`config.mk`:
```
export PLATFORM = sky130hd
export DESIGN_NAME = clkbuf_pwrup_seq
export DESIGN_NICKNAME = d
export VERILOG_FILES = /design/src/rtl/pwrup_seq_pkg.sv /design/src/rtl/pwrup_flag_sync.sv /design/src/rtl/pwrup_settle_timer.sv /design/src/rtl/pwrup_phase_fsm.sv /design/src/rtl/clkbuf_pwrup_seq.sv
export SDC_FILE = /design/constraint.sdc
export NUM_CORES = 1
export LEC_CHECK = 0
export ABC_CLOCK_PERIOD_IN_PS = 1450
export BUFFER_PORTS_ARGS = -buffer_cell sky130_fd_sc_hd__buf_4
export CAP_MARGIN = 20
export CORE_MARGIN = 1
export CORE_UTILIZATION = 50
export DETAILED_ROUTE_END_ITERATION = 10
export HOLD_SLACK_MARGIN = 0.15
export PLACE_DENSITY = 0.71
export SETUP_SLACK_MARGIN = 0.02
export SYNTH_ARGS = -nofsm -noshare
export SYNTH_HDL_FRONTEND = slang
export SYNTH_HIERARCHICAL = 1
export SYNTH_SLANG_ARGS = --single-unit
```
`constraint.sdc`:
```
create_clock -name clk -period 1.45 [get_ports clk]
set_input_delay 0.2175 -clock clk [delete_from_list [all_inputs] [get_ports clk]]
set_output_delay 0.2175 -clock clk [all_outputs]
set_load 0.02 [all_outputs]
```
`src/rtl/pwrup_seq_pkg.sv`:
```
// Shared types for the clock buffer power-up sequencer.
// Assumes: the phase encoding is visible at the top ports, so the codes are fixed.
package pwrup_seq_pkg;

    typedef enum logic [1:0] {
        PH_OFF    = 2'd0,
        PH_SETTLE = 2'd1,
        PH_WAIT   = 2'd2,
        PH_RUN    = 2'd3
    } phase_t;

    // Bit positions of the flags inside the synchronized bundle
    localparam int unsigned FLG_SUPPLY = 3;
    localparam int unsigned FLG_REFCLK = 2;
    localparam int unsigned FLG_PDREL  = 1;
    localparam int unsigned FLG_LOCK   = 0;
    localparam int unsigned FLG_COUNT  = 4;

endpackage

```
`src/rtl/pwrup_flag_sync.sv`:
```
// Multi-stage synchronizer for a bundle of asynchronous level flags.
// Assumes: the flags are slow levels, so no bus coherence is needed; all stages reset to 0.
module pwrup_flag_sync #(
    parameter int unsigned WIDTH  = 4,
    parameter int unsigned STAGES = 2
) (
    input  logic             clk,
    input  logic             rst_n,
    input  logic [WIDTH-1:0] async_in,
    output logic [WIDTH-1:0] sync_out
);

    logic [WIDTH-1:0] stage_q [STAGES];

    genvar g;
    generate
        for (g = 0; g < STAGES; g++) begin : g_stage
            if (g == 0) begin : g_first
                // First stage captures the raw flags
                always_ff @(posedge clk) begin
                    if (!rst_n) stage_q[0] <= '0;
                    else        stage_q[0] <= async_in;
                end
            end else begin : g_next
                // Later stages shift toward the output
                always_ff @(posedge clk) begin
                    if (!rst_n) stage_q[g] <= '0;
                    else        stage_q[g] <= stage_q[g-1];
                end
            end
        end
    endgenerate

    assign sync_out = stage_q[STAGES-1];

endmodule

```
`src/rtl/pwrup_settle_timer.sv`:
```
// Settling delay counter. It counts while enabled and returns to zero whenever it is not.
// Assumes: LIMIT >= 2; done is high during the last cycle of the delay.
module pwrup_settle_timer #(
    parameter int unsigned LIMIT = 26000
) (
    input  logic clk,
    input  logic rst_n,
    input  logic run,
    output logic done
);

    localparam int unsigned CNT_W = (LIMIT > 2) ? $clog2(LIMIT) : 1;
    localparam logic [CNT_W-1:0] LAST = CNT_W'(LIMIT - 1);

    logic [CNT_W-1:0] cnt_q;

    // Count while run is high and clear otherwise, so every delay starts from zero
    always_ff @(posedge clk) begin
        if (!rst_n || !run) cnt_q <= '0;
        else if (cnt_q != LAST) cnt_q <= cnt_q + 1'b1;
    end

    assign done = run && (cnt_q == LAST);

endmodule

```
`src/rtl/pwrup_phase_fsm.sv`:
```
// Phase controller: off -> settle -> wait -> run. Power-down in run falls back to wait;
// loss of supply in any phase returns to off.
// Assumes: all flags are already synchronized to clk.
module pwrup_phase_fsm
    import pwrup_seq_pkg::*;
(
    input  logic                 clk,
    input  logic                 rst_n,
    input  logic [FLG_COUNT-1:0] flags,
    input  logic                 settle_done,
    output logic                 settle_run,
    output phase_t               phase,
    output logic                 enable
);

    phase_t phase_q, phase_d;
    logic   enable_q;
    logic   ready;

    assign ready = flags[FLG_REFCLK] && flags[FLG_PDREL] && flags[FLG_LOCK];

    // Next-phase selection
    always_comb begin
        phase_d = phase_q;
        if (!flags[FLG_SUPPLY]) begin
            phase_d = PH_OFF;
        end else begin
            unique case (phase_q)
                PH_OFF:    phase_d = PH_SETTLE;
                PH_SETTLE: if (settle_done) phase_d = PH_WAIT;
                PH_WAIT:   if (ready) phase_d = PH_RUN;
                PH_RUN:    if (!ready) phase_d = PH_WAIT;
                default:   phase_d = PH_OFF;
            endcase
        end
    end

    // Phase and enable registers
    always_ff @(posedge clk) begin
        if (!rst_n) begin
            phase_q  <= PH_OFF;
            enable_q <= 1'b0;
        end else begin
            phase_q  <= phase_d;
            enable_q <= (phase_d == PH_RUN);
        end
    end

    assign settle_run = (phase_q == PH_SETTLE) && flags[FLG_SUPPLY];
    assign phase      = phase_q;
    assign enable     = enable_q;

endmodule

```
`src/rtl/clkbuf_pwrup_seq.sv`:
```
// Top of the clock buffer power-up sequencer. It synchronizes the four status flags,
// times the settling delay and produces the output enable.
// Assumes: clk is the free-running timer clock at TIMER_HZ.
module clkbuf_pwrup_seq
    import pwrup_seq_pkg::*;
#(
    parameter int unsigned TIMER_HZ    = 100_000_000,
    parameter int unsigned SETTLE_NS   = 260_000,
    parameter int unsigned SYNC_STAGES = 2
) (
    input  logic       clk,
    input  logic       rst_n,
    input  logic       supply_ok,
    input  logic       refclk_present,
    input  logic       pd_n,
    input  logic       pll_locked,
    output logic       outputs_en,
    output logic [1:0] seq_phase
);

    localparam longint unsigned SETTLE_PROD = longint'(TIMER_HZ) * longint'(SETTLE_NS);
    localparam int unsigned SETTLE_TICKS = int'(SETTLE_PROD / 64'd1_000_000_000);
    localparam int unsigned MS_CYCLES    = TIMER_HZ / 1000;

    logic [FLG_COUNT-1:0] raw_flags, sync_flags;
    logic                 settle_run, settle_done;
    phase_t               phase;

    assign raw_flags = {supply_ok, refclk_present, pd_n, pll_locked};

    pwrup_flag_sync #(
        .WIDTH  (FLG_COUNT),
        .STAGES (SYNC_STAGES)
    ) i_sync (
        .clk      (clk),
        .rst_n    (rst_n),
        .async_in (raw_flags),
        .sync_out (sync_flags)
    );

    pwrup_settle_timer #(
        .LIMIT (SETTLE_TICKS)
    ) i_timer (
        .clk   (clk),
        .rst_n (rst_n),
        .run   (settle_run),
        .done  (settle_done)
    );

    pwrup_phase_fsm i_fsm (
        .clk         (clk),
        .rst_n       (rst_n),
        .flags       (sync_flags),
        .settle_done (settle_done),
        .settle_run  (settle_run),
        .phase       (phase),
        .enable      (outputs_en)
    );

    assign seq_phase = phase;

endmodule

```
==> flow_summary.ini <==
[synth]
synth.area.top_cells = dfxtp_1 49%, and2_1 5.9%, xor2_1 4.1%
synth_cell_types = 35
syn_area_per_cell_um2 = 9.87
synthesis.area_mm2 = 0.00107
yosysMostFrequentCell = dfxtp_1
ys_seq_elements = 26
synth_area_leader_cell = dfxtp_1
yosys_warnings = 6
synthFlopType = dfxtp_1
synth.yosys.seq_area_share = 0.488
async_flop_share = 0
synthCells = 108
synth_nets = 115
netlist_top_cells_count = 26 x dfxtp_1, 10 x and2_1, 9 x nor2_1
synth_top_area_frac = 0.488
synth_edf_count = 0

[floorplanning]
rows = 16
chipHeight_um = 48.2
coreArea_mm2 = 0.00198
start_util = 0.538
die-width_um = 48.2
dieArea_mm2 = 0.00232
num_io_pins = 9

[clocking]
cts_htree_levels = 1
cts_tree = done
cts-root-buf = clkbuf_4
cts.sinks = 26
cts_made_buffers = 3
clk_latency_ps = 310
clk_path_buf_depth = 2
clk_pin_slew_ps = 140

[drt]
via_per_inst = 5.25
num_vias = 871
wirelength_mm = 2.20
drtIter0Drc = 14
postRouteAntennaNets = 0
drt-pass1-iter-count = 4
drt-wirelength-per-cell_um = 13.3
route.detailed.drc = 0

[grt]
track_usage = 0.229
antenna_found_initial = 0
grt_max_degree = 16
grt_pass1_wl_mm = 3.61
globalRouteOverflowTotal = 0
grt_pass1_vias = 843

[setup_path]
r2r_cells = 5
max_stage_delay_ps = 390
critPathSlowestCell = or3_4
critPathTopFamily = simple AND/OR/NAND/NOR gates
crit_chain = or3_4 > nor4_4 > buf_4 > mux2i_1 > nor2_1
crit_required_ps = 1680
critical_path_depth = 5
endpoint_kind = register
critPathLaunchType = register
worstPathArrival_ps = 1720
cp_num_buf_inv = 1
crit_type = reg2reg
critical_path_peak_fanout = 4

[min_path]
hold_path_class = in2reg
min_path_cells = 2

[flow_run]
cap_violations = 0

[sta]
max_freq_ghz = 0.668
clock-skew-final_ps = 2.34
finalCritPeriodShare = 1.03
drv_slew = 0
final-hold-violation-count = 0
setup_viol_count_final = 2
fin_crit_ps = 1500
relSlewSlack = 0.789
rsz0062_at_grt = true
worst_hold_slack_ps = 183
max_slew.worst_pin.slew_ps = 314
setup_ws_ps = -47.4

[power_and_ir_drop]
power.density_mw_per_mm2 = 849
p_leak_nw = 0.558
max-vdd-ir-drop_uv = 503
power.total_w = 0.00125

[placement]
placed_area_mm2 = 0.00128
portBuffers = 8
routabilityCongestion = 0.775
hpwl_mm = 1.46

[finish]
antenna_cells = 0
area_delta_synth_final_pct = 38.1
drive_gt1_frac = 0.403
nets = 147
fillers = 137
fin_area_mm2 = 0.00147

[outcome]
status = finished with violations
violations = setup timing
==> layer usage <==
| layer | vias up | track usage | share of wire |
|---|---|---|---|
| met5 | - | 0 | 0 |
| met1 | 418 | 0.292 | 0.48 |
| met2 | 11 | 0.365 | 0.51 |
| met3 | 0 | 0.0556 | 0.019 |
| li1 | 442 | - | - |
| met4 | 0 | 0.100 | 0 |
==> path summary, 6_finish.rpt <==
check	from	end	slack [ps]
setup / recovery	i_timer/cnt_q[5]	i_timer/cnt_q[1]	-50
hold / removal	rst_n	i_sync/stage_q[0][0]	180
setup reg to reg	i_timer/cnt_q[5]	i_timer/cnt_q[1]	-50
hold reg to reg	i_sync/stage_q[0][2]	i_sync/stage_q[1][2]	440
==> flip-flops by register name, summed over array words and instances (netlist names) <==
register,cells
i_timer/cnt_q,15
i_sync/stage_q,8
i_fsm/phase,2
i_fsm/enable,1
==> power breakdown <==
part	internal (W)	leakage, nW	switching [W]
Sequential	0.000723	0.216	0.00000343
Clock	0.000279	0.0279	0.000211
Combinational	0.0000226	0.315	0.0000116
==> area by class of cell <==
| type | count | area [µm²] | share of cell area |
|---|---|---|---|
| Clock buffer | 3 | 22.5 | 0.0153 |
| Clock inverter | 1 | 30.0 | 0.0204 |
| Sequential cell | 26 | 533 | 0.362 |
| Tap cell | 27 | 33.8 | 0.0229 |
| Multi-Input combinational cell | 79 | 618 | 0.420 |
| Timing Repair Buffer | 28 | 228 | 0.155 |
| Inverter | 2 | 7.51 | 0.00510 |
==> timing repair <==
action | in CTS | in global routing
gates resized for setup | 9 | 15
setup buffers | 0 | 1
setup endpoints to repair | 9 | 10
hold endpoints to repair | 4 | 0
pin swaps | 2 | 5
hold buffers | 4 | 0
==> metrics by stage <==
step	setup slack (ps)	util	TNS, ps	std cells
2_1_floorplan	-105	-	-105	108
3_3_place_gp	13.2	0.647	0	157
3_5_place_dp	-41.6	0.647	-135	157
4_1_cts	-39.5	0.713	-59.6	165
5_1_grt	-93.3	0.743	-327	166
6_report	-47.4	0.743	-77.4	166
==> worst register-to-register path: cells and delay by family (launching register included) <==
family	cells	cell delay (ps)
simple gates	3	690
flops	1	350
buf+inv	1	190
mux	1	190
==> cell usage in the layout, fill, tap and decap left out, types with 2 or more instances in the layout <==
master | Yosys | layout
nand3_1 | 5 | 4
nor2_1 | 9 | 9
xor2_1 | 5 | 5
a21oi_2 | 0 | 2
buf_6 | 0 | 2
nand3_4 | 0 | 2
inv_1 | 2 | 2
nand2_1 | 7 | 6
clkbuf_4 | 0 | 3
buf_4 | 0 | 22
nor3_1 | 4 | 3
or3_1 | 3 | 3
nor4_4 | 1 | 2
and2_1 | 10 | 10
nand4_1 | 3 | 3
a21oi_1 | 5 | 3
xnor2_1 | 3 | 3
dlygate4sd3_1 | 0 | 4
dfxtp_2 | 0 | 7
dfxtp_1 | 26 | 18
o21ai_0 | 4 | 3
==> logic make-up (layout without fill, tap and decap cells) <==
group	Yosys count	after routing	synth area share
buffers and inverters	3	34	0.0106
DFF	26	26	0.488
xor gates and xnor gates	8	8	0.0657
muxes	1	1	0.00939
adders and majority gates	1	1	0.0117
and+or+nand+nor	55	55	0.330
AOI/OAI and AO/OA	14	14	0.0845
No activity file was read; power rests on OpenSTA's default activity.
